--- config.mk ---
export PLATFORM = sky130hd
export DESIGN_NAME = phy_pwr_seq
export DESIGN_NICKNAME = d
export VERILOG_FILES = /design/src/rtl/phy_pwr_pkg.sv /design/src/rtl/phy_req_reg.sv /design/src/rtl/phy_unit_gate.sv /design/src/rtl/phy_status_pack.sv /design/src/rtl/phy_pwr_seq.sv
export SDC_FILE = /design/constraint.sdc
export NUM_CORES = 1
export LEC_CHECK = 0
export ABC_AREA = 1
export BUFFER_PORTS_ARGS = -buffer_cell sky130_fd_sc_hd__buf_2
export CORE_MARGIN = 2
export CORE_UTILIZATION = 47
export CTS_CLUSTER_SIZE = 30
export DETAILED_ROUTE_END_ITERATION = 7
export PLACE_DENSITY = 0.76
export SLEW_MARGIN = 20
export SYNTH_ARGS = -nofsm -noshare
export SYNTH_HDL_FRONTEND = slang
export SYNTH_SLANG_ARGS = --single-unit
--- constraint.sdc ---
create_clock -name clk -period 0.93 [get_ports clk]
set_input_delay 0.0465 -clock clk [delete_from_list [all_inputs] [get_ports clk]]
set_output_delay 0.0465 -clock clk [all_outputs]
set_load 0.02 [all_outputs]
--- src/rtl/phy_pwr_pkg.sv ---
package phy_pwr_pkg;
  localparam int PD_W = 2;

  typedef struct packed {
    logic            rst_n;
    logic [PD_W-1:0] pd;
  } unit_ctrl_t;

  localparam unit_ctrl_t CTRL_RESET = '{rst_n: 1'b0, pd: '0};

  // A unit held in reset may not be asked for a power-down level.
  function automatic unit_ctrl_t legal_ctrl(unit_ctrl_t req);
    unit_ctrl_t r;
    r = req;
    if (!req.rst_n) r.pd = '0;
    return r;
  endfunction

  // Value a unit's pins take at the next edge.
  function automatic unit_ctrl_t next_ctrl(unit_ctrl_t cur, unit_ctrl_t req,
                                           logic por_n, logic ready);
    if (!por_n)     return CTRL_RESET;
    else if (ready) return legal_ctrl(req);
    else            return cur;
  endfunction
endpackage

--- src/rtl/phy_req_reg.sv ---
module phy_req_reg
  import phy_pwr_pkg::*;
#(
  parameter int NUM_UNITS = 3
) (
  input  logic                        clk,
  input  logic                        rst_n,
  input  logic                        wr_en,
  input  logic                        wr_por_n,
  input  unit_ctrl_t [NUM_UNITS-1:0]  wr_ctrl,
  output logic                        req_por_n,
  output unit_ctrl_t [NUM_UNITS-1:0]  req_ctrl
);
  always_ff @(posedge clk or negedge rst_n) begin
    if (!rst_n) begin
      req_por_n <= 1'b0;
      req_ctrl  <= {NUM_UNITS{CTRL_RESET}};
    end else if (wr_en) begin
      req_por_n <= wr_por_n;
      req_ctrl  <= wr_ctrl;
    end
  end
endmodule

--- src/rtl/phy_unit_gate.sv ---
module phy_unit_gate
  import phy_pwr_pkg::*;
(
  input  logic       clk,
  input  logic       rst_n,
  input  logic       por_req_n,
  input  logic       ready,
  input  unit_ctrl_t req,
  output unit_ctrl_t ctrl_q
);
  logic apply_ev;
  logic force_ev;
  assign apply_ev = por_req_n && ready;
  assign force_ev = !por_req_n;

  always_ff @(posedge clk or negedge rst_n) begin
    if (!rst_n) ctrl_q <= CTRL_RESET;
    else        ctrl_q <= next_ctrl(ctrl_q, req, por_req_n, ready);
  end

  AST_HOLD_NOT_READY: assert property (@(posedge clk) disable iff (!rst_n)
    (!apply_ev && !force_ev) |=> $stable(ctrl_q));
  AST_POR_FORCES_RESET: assert property (@(posedge clk) disable iff (!rst_n)
    force_ev |=> (ctrl_q.rst_n == 1'b0 && ctrl_q.pd == '0));
  AST_PD_ONLY_RUNNING: assert property (@(posedge clk) disable iff (!rst_n)
    (ctrl_q.pd != '0) |-> ctrl_q.rst_n);
endmodule

--- src/rtl/phy_status_pack.sv ---
module phy_status_pack #(
  parameter int NUM_LANES = 2,
  localparam int ST_W = 3 + NUM_LANES
) (
  input  logic                 clk,
  input  logic                 rst_n,
  input  logic                 err,
  input  logic                 cmu_ready,
  input  logic                 cmu_ok,
  input  logic [NUM_LANES-1:0] ln_ready,
  output logic [ST_W-1:0]      status_q
);
  always_ff @(posedge clk or negedge rst_n) begin
    if (!rst_n) status_q <= '0;
    else        status_q <= {ln_ready, cmu_ok, cmu_ready, err};
  end

  AST_ERR_FLAG: assert property (@(posedge clk) disable iff (!rst_n)
    $rose(err) |=> status_q[0]);
  AST_OK_FLAG: assert property (@(posedge clk) disable iff (!rst_n)
    $fell(cmu_ok) |=> !status_q[2]);
endmodule

--- src/rtl/phy_pwr_seq.sv ---
module phy_pwr_seq
  import phy_pwr_pkg::*;
#(
  parameter int NUM_LANES = 2,
  localparam int NUM_UNITS = NUM_LANES + 1,
  localparam int ST_W = 3 + NUM_LANES
) (
  input  logic                      clk,
  input  logic                      rst_n,
  input  logic                      wr_en,
  input  logic                      wr_por_n,
  input  logic                      wr_cmu_rst_n,
  input  logic [PD_W-1:0]           wr_cmu_pd,
  input  logic [NUM_LANES-1:0]      wr_ln_rst_n,
  input  logic [NUM_LANES*PD_W-1:0] wr_ln_pd,
  input  logic                      phy_err,
  input  logic                      phy_cmu_ready,
  input  logic                      phy_cmu_ok,
  input  logic [NUM_LANES-1:0]      phy_ln_ready,
  output logic                      phy_por_n,
  output logic                      phy_cmu_rst_n,
  output logic [PD_W-1:0]           phy_cmu_pd,
  output logic [NUM_LANES-1:0]      phy_ln_rst_n,
  output logic [NUM_LANES*PD_W-1:0] phy_ln_pd,
  output logic [ST_W-1:0]           status
);
  // Unit 0 is the CMU, unit i+1 is lane i.
  unit_ctrl_t [NUM_UNITS-1:0] wr_ctrl;
  unit_ctrl_t [NUM_UNITS-1:0] req_ctrl;
  unit_ctrl_t [NUM_UNITS-1:0] out_ctrl;
  logic [NUM_UNITS-1:0]       unit_ready;
  logic                       req_por_n;

  assign wr_ctrl[0]    = '{rst_n: wr_cmu_rst_n, pd: wr_cmu_pd};
  assign unit_ready[0] = phy_cmu_ready;

  genvar g;
  generate
    for (g = 0; g < NUM_LANES; g++) begin : g_lane_map
      assign wr_ctrl[g+1]    = '{rst_n: wr_ln_rst_n[g], pd: wr_ln_pd[g*PD_W +: PD_W]};
      assign unit_ready[g+1] = phy_ln_ready[g];
      assign phy_ln_rst_n[g] = out_ctrl[g+1].rst_n;
      assign phy_ln_pd[g*PD_W +: PD_W] = out_ctrl[g+1].pd;
    end
  endgenerate

  assign phy_cmu_rst_n = out_ctrl[0].rst_n;
  assign phy_cmu_pd    = out_ctrl[0].pd;

  phy_req_reg #(.NUM_UNITS(NUM_UNITS)) u_req (
    .clk       (clk),
    .rst_n     (rst_n),
    .wr_en     (wr_en),
    .wr_por_n  (wr_por_n),
    .wr_ctrl   (wr_ctrl),
    .req_por_n (req_por_n),
    .req_ctrl  (req_ctrl)
  );

  always_ff @(posedge clk or negedge rst_n) begin
    if (!rst_n) phy_por_n <= 1'b0;
    else        phy_por_n <= req_por_n;
  end

  generate
    for (g = 0; g < NUM_UNITS; g++) begin : g_unit
      phy_unit_gate u_gate (
        .clk       (clk),
        .rst_n     (rst_n),
        .por_req_n (req_por_n),
        .ready     (unit_ready[g]),
        .req       (req_ctrl[g]),
        .ctrl_q    (out_ctrl[g])
      );
    end
  endgenerate

  phy_status_pack #(.NUM_LANES(NUM_LANES)) u_status (
    .clk       (clk),
    .rst_n     (rst_n),
    .err       (phy_err),
    .cmu_ready (phy_cmu_ready),
    .cmu_ok    (phy_cmu_ok),
    .ln_ready  (phy_ln_ready),
    .status_q  (status)
  );

  AST_POR_ALL_RESET: assert property (@(posedge clk) disable iff (!rst_n)
    !phy_por_n |-> (phy_cmu_rst_n == 1'b0 && phy_ln_rst_n == '0 &&
                    phy_cmu_pd == '0 && phy_ln_pd == '0));
  AST_LANE_PD_LEGAL: assert property (@(posedge clk) disable iff (!rst_n)
    (phy_ln_rst_n[0] == 1'b0) |-> (phy_ln_pd[PD_W-1:0] == '0));
endmodule

==> key figures, run 1 <==
Worst setup path
  • Reg2reg setup slack: 60 ps
  • Reg2reg start: u_req.req_por_n$_DFFE_PN0P_
  • Required time of the critical path: 880 ps
  • Critical-path top delay cell: dfrtp_1
  • R2R Path End: g_unit[2].u_gate.ctrl_q[1]$_DFFE_PN0P_
  • CP Capture Type: output pin
  • Delay-heaviest family, CP: flip-flops
  • Reg2Reg Depth: 3
  • Worst Path Arrival: 860 ps
  • Startpoint types: flip-flop
  • CP Max Fanout: 2
  • Worst path cell trace: buf_6
  • Critical Path Max Stage Delay: 420 ps
  • Setup CP Type: flip-flop to output pin
  • Worst path bufs/invs: 1

Route
  • Iteration-0 DRC Markers: 8
  • Post-Route WL: 2090 µm
  • First drt pass iteration count: 5
  • WL/cell: 12.1 µm
  • Post-DRT Antenna Nets: 0
  • # DRC: 0
  • Vias per cell: 4.62
  • Vias: 799

Cells and area
  • P&R area growth vs syn: 54.0%
  • Commonest non-fill, non-tap cells in the layout: 28 x nand2_1, 24 x dfrtp_1, 20 x buf_2
  • Util after Layout: 74.6%
  • Post-Layout Cell Count: 173
  • Commonest non-fill, non-tap cell in the layout: nand2_1
  • Final #Nets: 165
  • Final Cell Area: 1430 µm²
  • Share of layout cells above drive strength 1: 33.6%
  • Ant. Diodes: 0

Pwr
  • Sw Pwr: 504 µW
  • Switching Share: 25.1%
  • Clock power share: 22.2%
  • Tot Pwr: 2.01 mW
  • Pwr dens: 1400 nW/µm²
  • Sequential share of power: 60.3%
  • Logic pwr share: 17.5%
  • Total internal power: 1.51 mW
  • Max VDD drop: 1.19 mV
  • Static leakage: 0.755 nW

Placement
  • Placed Cells: 146
  • DP HPWL: 1230 µm
  • Placed cell areas: 1120 µm²
  • GPL Wtd Cong: 0.719
  • IO buf count: 32
  • Pre-CTS WS: 39.6 ps

STA
  • Final worst slack: 26.3 ps
  • Max Freq: 1110 MHz
  • Slew @ Worst Pin: 535 ps
  • Crit share post-route: 97.2%
  • Period minus WS final: 904 ps
  • Unrepaired setup endpoints after global routing: yes
  • Hold WS: 114 ps
  • Final Hold Vio Count: 0
  • Slew Limit Fails: 0
  • Final setup vio count: 0
  • Layout Skew: 5.10 ps
  • Worst slew margin: 64.4%
  • Total Neg Setup Slack: 0 ps

Floorplanning
  • Chip Height: 48.5 µm
  • Chip Width: 48.5 µm
  • Core box area: 1920 µm²
  • # rows: 16
  • Starting Density: 48.4%
  • I/O pin count: 33
  • DIE AREA: 2350 µm²

CTS
  • Deepest clock path buffer count: 2
  • CTS Root Cell: clkbuf_4
  • Clk Latency, worst-skew pair: 300 ps
  • CTS clk-pin slew, worst paths: 120 ps
  • CTS H-Tree Depth: 1
  • TritonCTS clock tree: yes
  • Clock sinks: 25
  • Num CTS Buffers: 3

GRT
  • Largest net degree at the start of global routing: 26
  • Vias in the first global route: 783
  • GR Overflow Total: 0
  • First-pass GRT wire length: 3170 µm
  • Initial antenna violation count: 0
  • All-Layer GR Usage: 17.8%

Worst hold path
  • Hold path startpoint: wr_en
  • Hold Path End: u_req.req_ctrl[0]$_DFFE_PN0P_
  • Worst Hold Class: input pin to flip-flop
  • Hold Crit Depth: 3

Logic synthesis
  • Post-synth net total: 106
  • FF+latch count, synth: 25
  • Synth top area share: 67.2%
  • Cell count after synthesis: 88
  • Area of the mapped netlist: 931 µm²
  • Syn Area/Cell: 10.6 µm²
  • Ranking of synthesized cells by area: dfrtp_1 67%, nand2_1 11%, o21ai_0 5.4%
  • Leading area contributor after synthesis: dfrtp_1
  • Yosys warns: 0
  • Synth unique cells: 10
  • Post-synthesis sequential area ratio: 67.2%

Flow run
  • MaxCap Viol Count: 0

Run status
  • Outcome: finished clean
cells by family (layout without fill, tap and decap cells):
family | Yosys count | in the layout | share of synthesized area, %
flip-flops | 25 | 25 | 67.2
AO/OA/AOI/OAI | 10 | 10 | 5.38
AND/OR/NAND/NOR | 40 | 40 | 20.6
buffers and inverters | 13 | 71 | 6.85
repair_timing:
action / 4_1_cts / 5_1_grt
hold buffers: 16 / 0
pin swaps: 0 / 0
setup endpoints to repair: 2 / 19
gates resized for setup: 0 / 25
endpoints found under the hold margin: 40 / 0
buffers inserted: 2 / 5
how the worst max path moves through the flow:
stage | cells after the start | startpoint | end
finish | 1 | g_unit[1].u_gate.ctrl_q[2]$_DFFE_PN0P_ | phy_ln_rst_n[0]
floorplan | 5 | u_req.req_por_n$_DFFE_PN0P_ | g_unit[0].u_gate.ctrl_q[1]$_DFFE_PN0P_
CTS | 1 | g_unit[1].u_gate.ctrl_q[0]$_DFFE_PN0P_ | phy_ln_pd[0]
global placement | 3 | u_req.req_por_n$_DFFE_PN0P_ | g_unit[2].u_gate.ctrl_q[1]$_DFFE_PN0P_
global route | 1 | g_unit[2].u_gate.ctrl_q[0]$_DFFE_PN0P_ | phy_ln_pd[2]
detailed placement | 3 | u_req.req_por_n$_DFFE_PN0P_ | g_unit[2].u_gate.ctrl_q[2]$_DFFE_PN0P_
routing by layer:
metal  track usage (%)  vias to the layer above  wire (µm)
met5                 0                        -          0
met4              8.57                        0         14
met3              3.70                        2         74
met2              33.1                       28       1200
met1              19.3                      372        794
li1                  -                      397          -
registers in the layout, indices dropped and copies added (netlist names):
register	cells
g_unit.u_gate.ctrl_q	9
u_req.req_ctrl	9
u_status.status_q	5
phy_por_n	1
u_req.req_por_n	1
power by group through the flow:
stage	clock network (mW)	registers [mW]	logic [mW]
final	0.447	1.21	0.352
after global routing	0.530	1.22	0.388
after CTS	0.474	1.20	0.309
after detailed placement	0	1.22	0.248
after global placement	0	1.22	0.241
after floorplan	0	1.25	0.0980
layout make-up:
type,count,area (µm²)
multi-input combinational,50,241
tap,27,33.8
inverter,10,42.5
timing repair buffer,57,463
clock buffer,4,26.3
fill,149,488
sequential,25,627
cells in the mapped netlist:
master,count
buf_2,2
inv_1,9
inv_6,1
o21ai_0,10
buf_6,1
nor2_4,3
dfrtp_1,25
nand2_1,28
nand4_1,6
nand3_1,3
worst register-to-register path: cells and delay by family (launching register included):
family | cells | cell delay (ps)
and+or+nand+nor | 2 | 130
buffers and inverters | 1 | 170
DFF | 1 | 480
Note: power is estimated with default switching activity, not from simulation.
==> inputs of run 2 (changes only) <==
--- a/config.mk
+++ b/config.mk
@@ -6,13 +6,14 @@
 export NUM_CORES = 1
 export LEC_CHECK = 0
 export ABC_AREA = 1
+export ABC_CLOCK_PERIOD_IN_PS = 930
 export BUFFER_PORTS_ARGS = -buffer_cell sky130_fd_sc_hd__buf_2
-export CORE_MARGIN = 2
+export CORE_MARGIN = 1
 export CORE_UTILIZATION = 47
 export CTS_CLUSTER_SIZE = 30
 export DETAILED_ROUTE_END_ITERATION = 7
 export PLACE_DENSITY = 0.76
-export SLEW_MARGIN = 20
+export SLEW_MARGIN = 25
 export SYNTH_ARGS = -nofsm -noshare
 export SYNTH_HDL_FRONTEND = slang
 export SYNTH_SLANG_ARGS = --single-unit
==> run 2 against run 1 <==
Net effect:
- global-route usage up 1.4 points
- power down 0.32%
- cell count down 2.9%
- hold slack better by 0.61 ps
- final area down 1.7%
- utilization up 4.5 points
- count of clock-buffer cells in the layout unchanged
- register-to-register slack about the same
- first-iteration DRC count unchanged
- maximum frequency down 0.66%
==> key figures, run 2 (same netlist as run 1, synthesis figures left out) <==
Run status
  • Outcome: finished clean (unchanged)

Cells and area
  • Commonest non-fill, non-tap cell in the layout: nand2_1 (unchanged)
  • Final #Nets: 162 (was 165)
  • Ant. Diodes: 0 (unchanged)
  • Largest registers: g_unit.u_gate.ctrl_q (9), u_req.req_ctrl (9), u_status.status_q (5) (unchanged)
  • Commonest non-fill, non-tap cells in the layout: 28 x nand2_1, 24 x dfrtp_1, 21 x buf_2 (was 28 x nand2_1, 24 x dfrtp_1, 20 x buf_2)
  • Share of layout cells above drive strength 1: 32.2% (was 33.6%)
  • Post-Layout Cell Count: 168 (was 173)
  • P&R area growth vs syn: 51.5% (was 54.0%)

Floorplanning
  • Core box area: 1780 µm² (was 1920 µm²)
  • # rows: 15 (was 16)
  • DIE AREA: 2160 µm² (was 2350 µm²)
  • Starting Density: 52.2% (was 48.4%)
  • Chip Width: 46.5 µm (was 48.5 µm)
  • I/O pin count: 33 (unchanged)
  • Chip Height: 46.5 µm (was 48.5 µm)

CTS
  • CTS H-Tree Depth: 1 (unchanged)
  • TritonCTS clock tree: yes (unchanged)
  • Clk Latency, worst-skew pair: 300 ps (about the same)
  • Clock sinks: 25 (unchanged)
  • Num CTS Buffers: 3 (unchanged)
  • CTS Root Cell: clkbuf_4 (unchanged)
  • CTS clk-pin slew, worst paths: 120 ps (about the same)
  • Deepest clock path buffer count: 2 (unchanged)

Pwr
  • Sequential share of power: 60.5% (was 60.3%)
  • Static leakage: 0.741 nW (was 0.755 nW)
  • Switching Share: 25.2% (was 25.1%)
  • Pwr dens: 1420 nW/µm² (was 1400 nW/µm²)
  • Sw Pwr: 505 µW (was 504 µW)
  • Max VDD drop: 1.11 mV (was 1.19 mV)
  • Logic pwr share: 17.0% (was 17.5%)
  • Total internal power: 1.50 mW (was 1.51 mW)
  • Clock power share: 22.5% (was 22.2%)

Worst setup path
  • Setup CP Type: flip-flop to output pin (unchanged)
  • Reg2reg setup slack: 60 ps (about the same)
  • CP Capture Type: output pin (unchanged)
  • Required time of the critical path: 880 ps (about the same)
  • Worst path cell trace: buf_6 (unchanged)
  • Delay-heaviest family, CP: flip-flops (unchanged)
  • Reg2reg start: u_req.req_por_n$_DFFE_PN0P_ (unchanged)
  • Reg2Reg Depth: 3 (unchanged)
  • Worst path bufs/invs: 1 (unchanged)
  • Critical-path top delay cell: dfrtp_1 (unchanged)
  • Startpoint types: flip-flop (unchanged)
  • Worst Path Arrival: 860 ps (about the same)
  • CP Max Fanout: 2 (unchanged)
  • Critical Path Max Stage Delay: 420 ps (about the same)
  • WP depth: 1 (unchanged)
  • R2R Path End: g_unit[1].u_gate.ctrl_q[0]$_DFFE_PN0P_ (was g_unit[2].u_gate.ctrl_q[1]$_DFFE_PN0P_)

GRT
  • All-Layer GR Usage: 19.2% (was 17.8%)
  • Vias in the first global route: 741 (was 783)
  • GR Overflow Total: 0 (unchanged)
  • Initial antenna violation count: 0 (unchanged)
  • First-pass GRT wire length: 2860 µm (was 3170 µm)
  • Largest net degree at the start of global routing: 26 (unchanged)

Route
  • Post-DRT Antenna Nets: 0 (unchanged)
  • Vias: 786 (was 799)
  • # DRC: 0 (unchanged)
  • First drt pass iteration count: 4 (was 5)
  • Post-Route WL: 1910 µm (was 2090 µm)
  • WL/cell: 11.4 µm (was 12.1 µm)
  • Vias per cell: 4.68 (was 4.62)
  • Iteration-0 DRC Markers: 8 (unchanged)

Worst hold path
  • Hold Crit Depth: 3 (unchanged)
  • Hold path startpoint: wr_en (unchanged)
  • Worst Hold Class: input pin to flip-flop (unchanged)
  • Hold Path End: u_req.req_ctrl[8]$_DFFE_PN0P_ (was u_req.req_ctrl[0]$_DFFE_PN0P_)

Placement
  • Pre-CTS WS: 38.0 ps (was 39.6 ps)
  • GPL Wtd Cong: 0.764 (was 0.719)
  • IO buf count: 32 (unchanged)
  • Placed Cells: 144 (was 146)

STA
  • Max Freq: 1100 MHz (was 1110 MHz)
  • Slew @ Worst Pin: 539 ps (was 535 ps)
  • Period minus WS final: 910 ps (was 904 ps)
  • Crit share post-route: 97.8% (was 97.2%)
  • Final setup vio count: 0 (unchanged)
  • Unrepaired setup endpoints after global routing: yes (unchanged)
  • Layout Skew: 1.27 ps (was 5.10 ps)
  • Final worst slack: 20.3 ps (was 26.3 ps)
  • Final Hold Vio Count: 0 (unchanged)
  • Slew Limit Fails: 0 (unchanged)
  • Worst slew margin: 64.0% (was 64.4%)

Flow run
  • MaxCap Viol Count: 0 (unchanged)
-- run 2: changes by cell type in the layout (fill, tap and decap cells not counted), sizes merged --
| cell | delta |
|---|---|
| buf | -3 |
-- run 2: area by class of cell --
| cell class | instances | area, µm² |
|---|---|---|
| Inverter | 10 | 42.5 |
| Multi-Input combinational cell | 50 | 241 |
| Tap cell | 25 | 31.3 |
| Clock buffer | 4 | 26.3 |
| Timing Repair Buffer | 54 | 442 |
| Fill cell | 113 | 373 |
| Sequential cell | 25 | 627 |
-- run 2: timing repair --
item / CTS / global route
resized for setup: 2 / 23
hold endpoints to repair: 40 / 0
gates cloned: 0 / 0
endpoints found under the setup margin: 1 / 21
buffers inserted: 0 / 4
hold buffers: 16 / 0
-- run 2: stage by stage --
step | TNS [ps] | hold WS [ps] | area (µm²) | power, mW | utilization [%]
after floorplan | 0 | -249 | 931 | 1.35 | -
after global placement | 0 | 55.2 | 1120 | 1.46 | 62.6
after detailed placement | 0 | 59.6 | 1120 | 1.47 | 62.6
after CTS | 0 | 107 | 1310 | 1.98 | 73.4
after global routing | -107 | 121 | 1410 | 2.12 | 79.1
final | 0 | 115 | 1410 | 2.00 | 79.1
-- run 2: worst max-delay path by stage --
stage | slack [ps] | from | to
CTS | 4 | g_unit[0].u_gate.ctrl_q[1]$_DFFE_PN0P_ | phy_cmu_pd[1]
global route | -30 | g_unit[0].u_gate.ctrl_q[2]$_DFFE_PN0P_ | phy_cmu_rst_n
detailed placement | 40 | u_req.req_por_n$_DFFE_PN0P_ | g_unit[1].u_gate.ctrl_q[0]$_DFFE_PN0P_
finish | 20 | g_unit[2].u_gate.ctrl_q[0]$_DFFE_PN0P_ | phy_ln_pd[2]
floorplan | 120 | u_req.req_por_n$_DFFE_PN0P_ | g_unit[0].u_gate.ctrl_q[1]$_DFFE_PN0P_
global placement | 60 | u_req.req_por_n$_DFFE_PN0P_ | g_unit[1].u_gate.ctrl_q[0]$_DFFE_PN0P_
-- run 2: routing by layer --
| layer | vias up | GRT usage [%] | routed length [µm] |
|---|---|---|---|
| li1 | 388 | - | - |
| met1 | 377 | 21.7 | 807 |
| met2 | 19 | 33.3 | 1040 |
| met3 | 2 | 3.92 | 52 |
| met4 | 0 | 10.6 | 12 |
| met5 | - | 0 | 0 |
-- run 2: worst register-to-register path, delay by kind of cell, from the launching register on --
family	cells	cell delay, ps
buffers and inverters	1	150
DFF	1	500
and+or+nand+nor	2	130
-- run 2: power by group through the flow --
| stage | clock, mW | combinational (mW) | sequential [mW] |
|---|---|---|---|
| detailed placement | 0 | 0.247 | 1.22 |
| finish | 0.450 | 0.341 | 1.21 |
| global route | 0.526 | 0.373 | 1.22 |
| global placement | 0 | 0.241 | 1.22 |
| CTS | 0.474 | 0.301 | 1.20 |
| floorplan | 0 | 0.0980 | 1.25 |
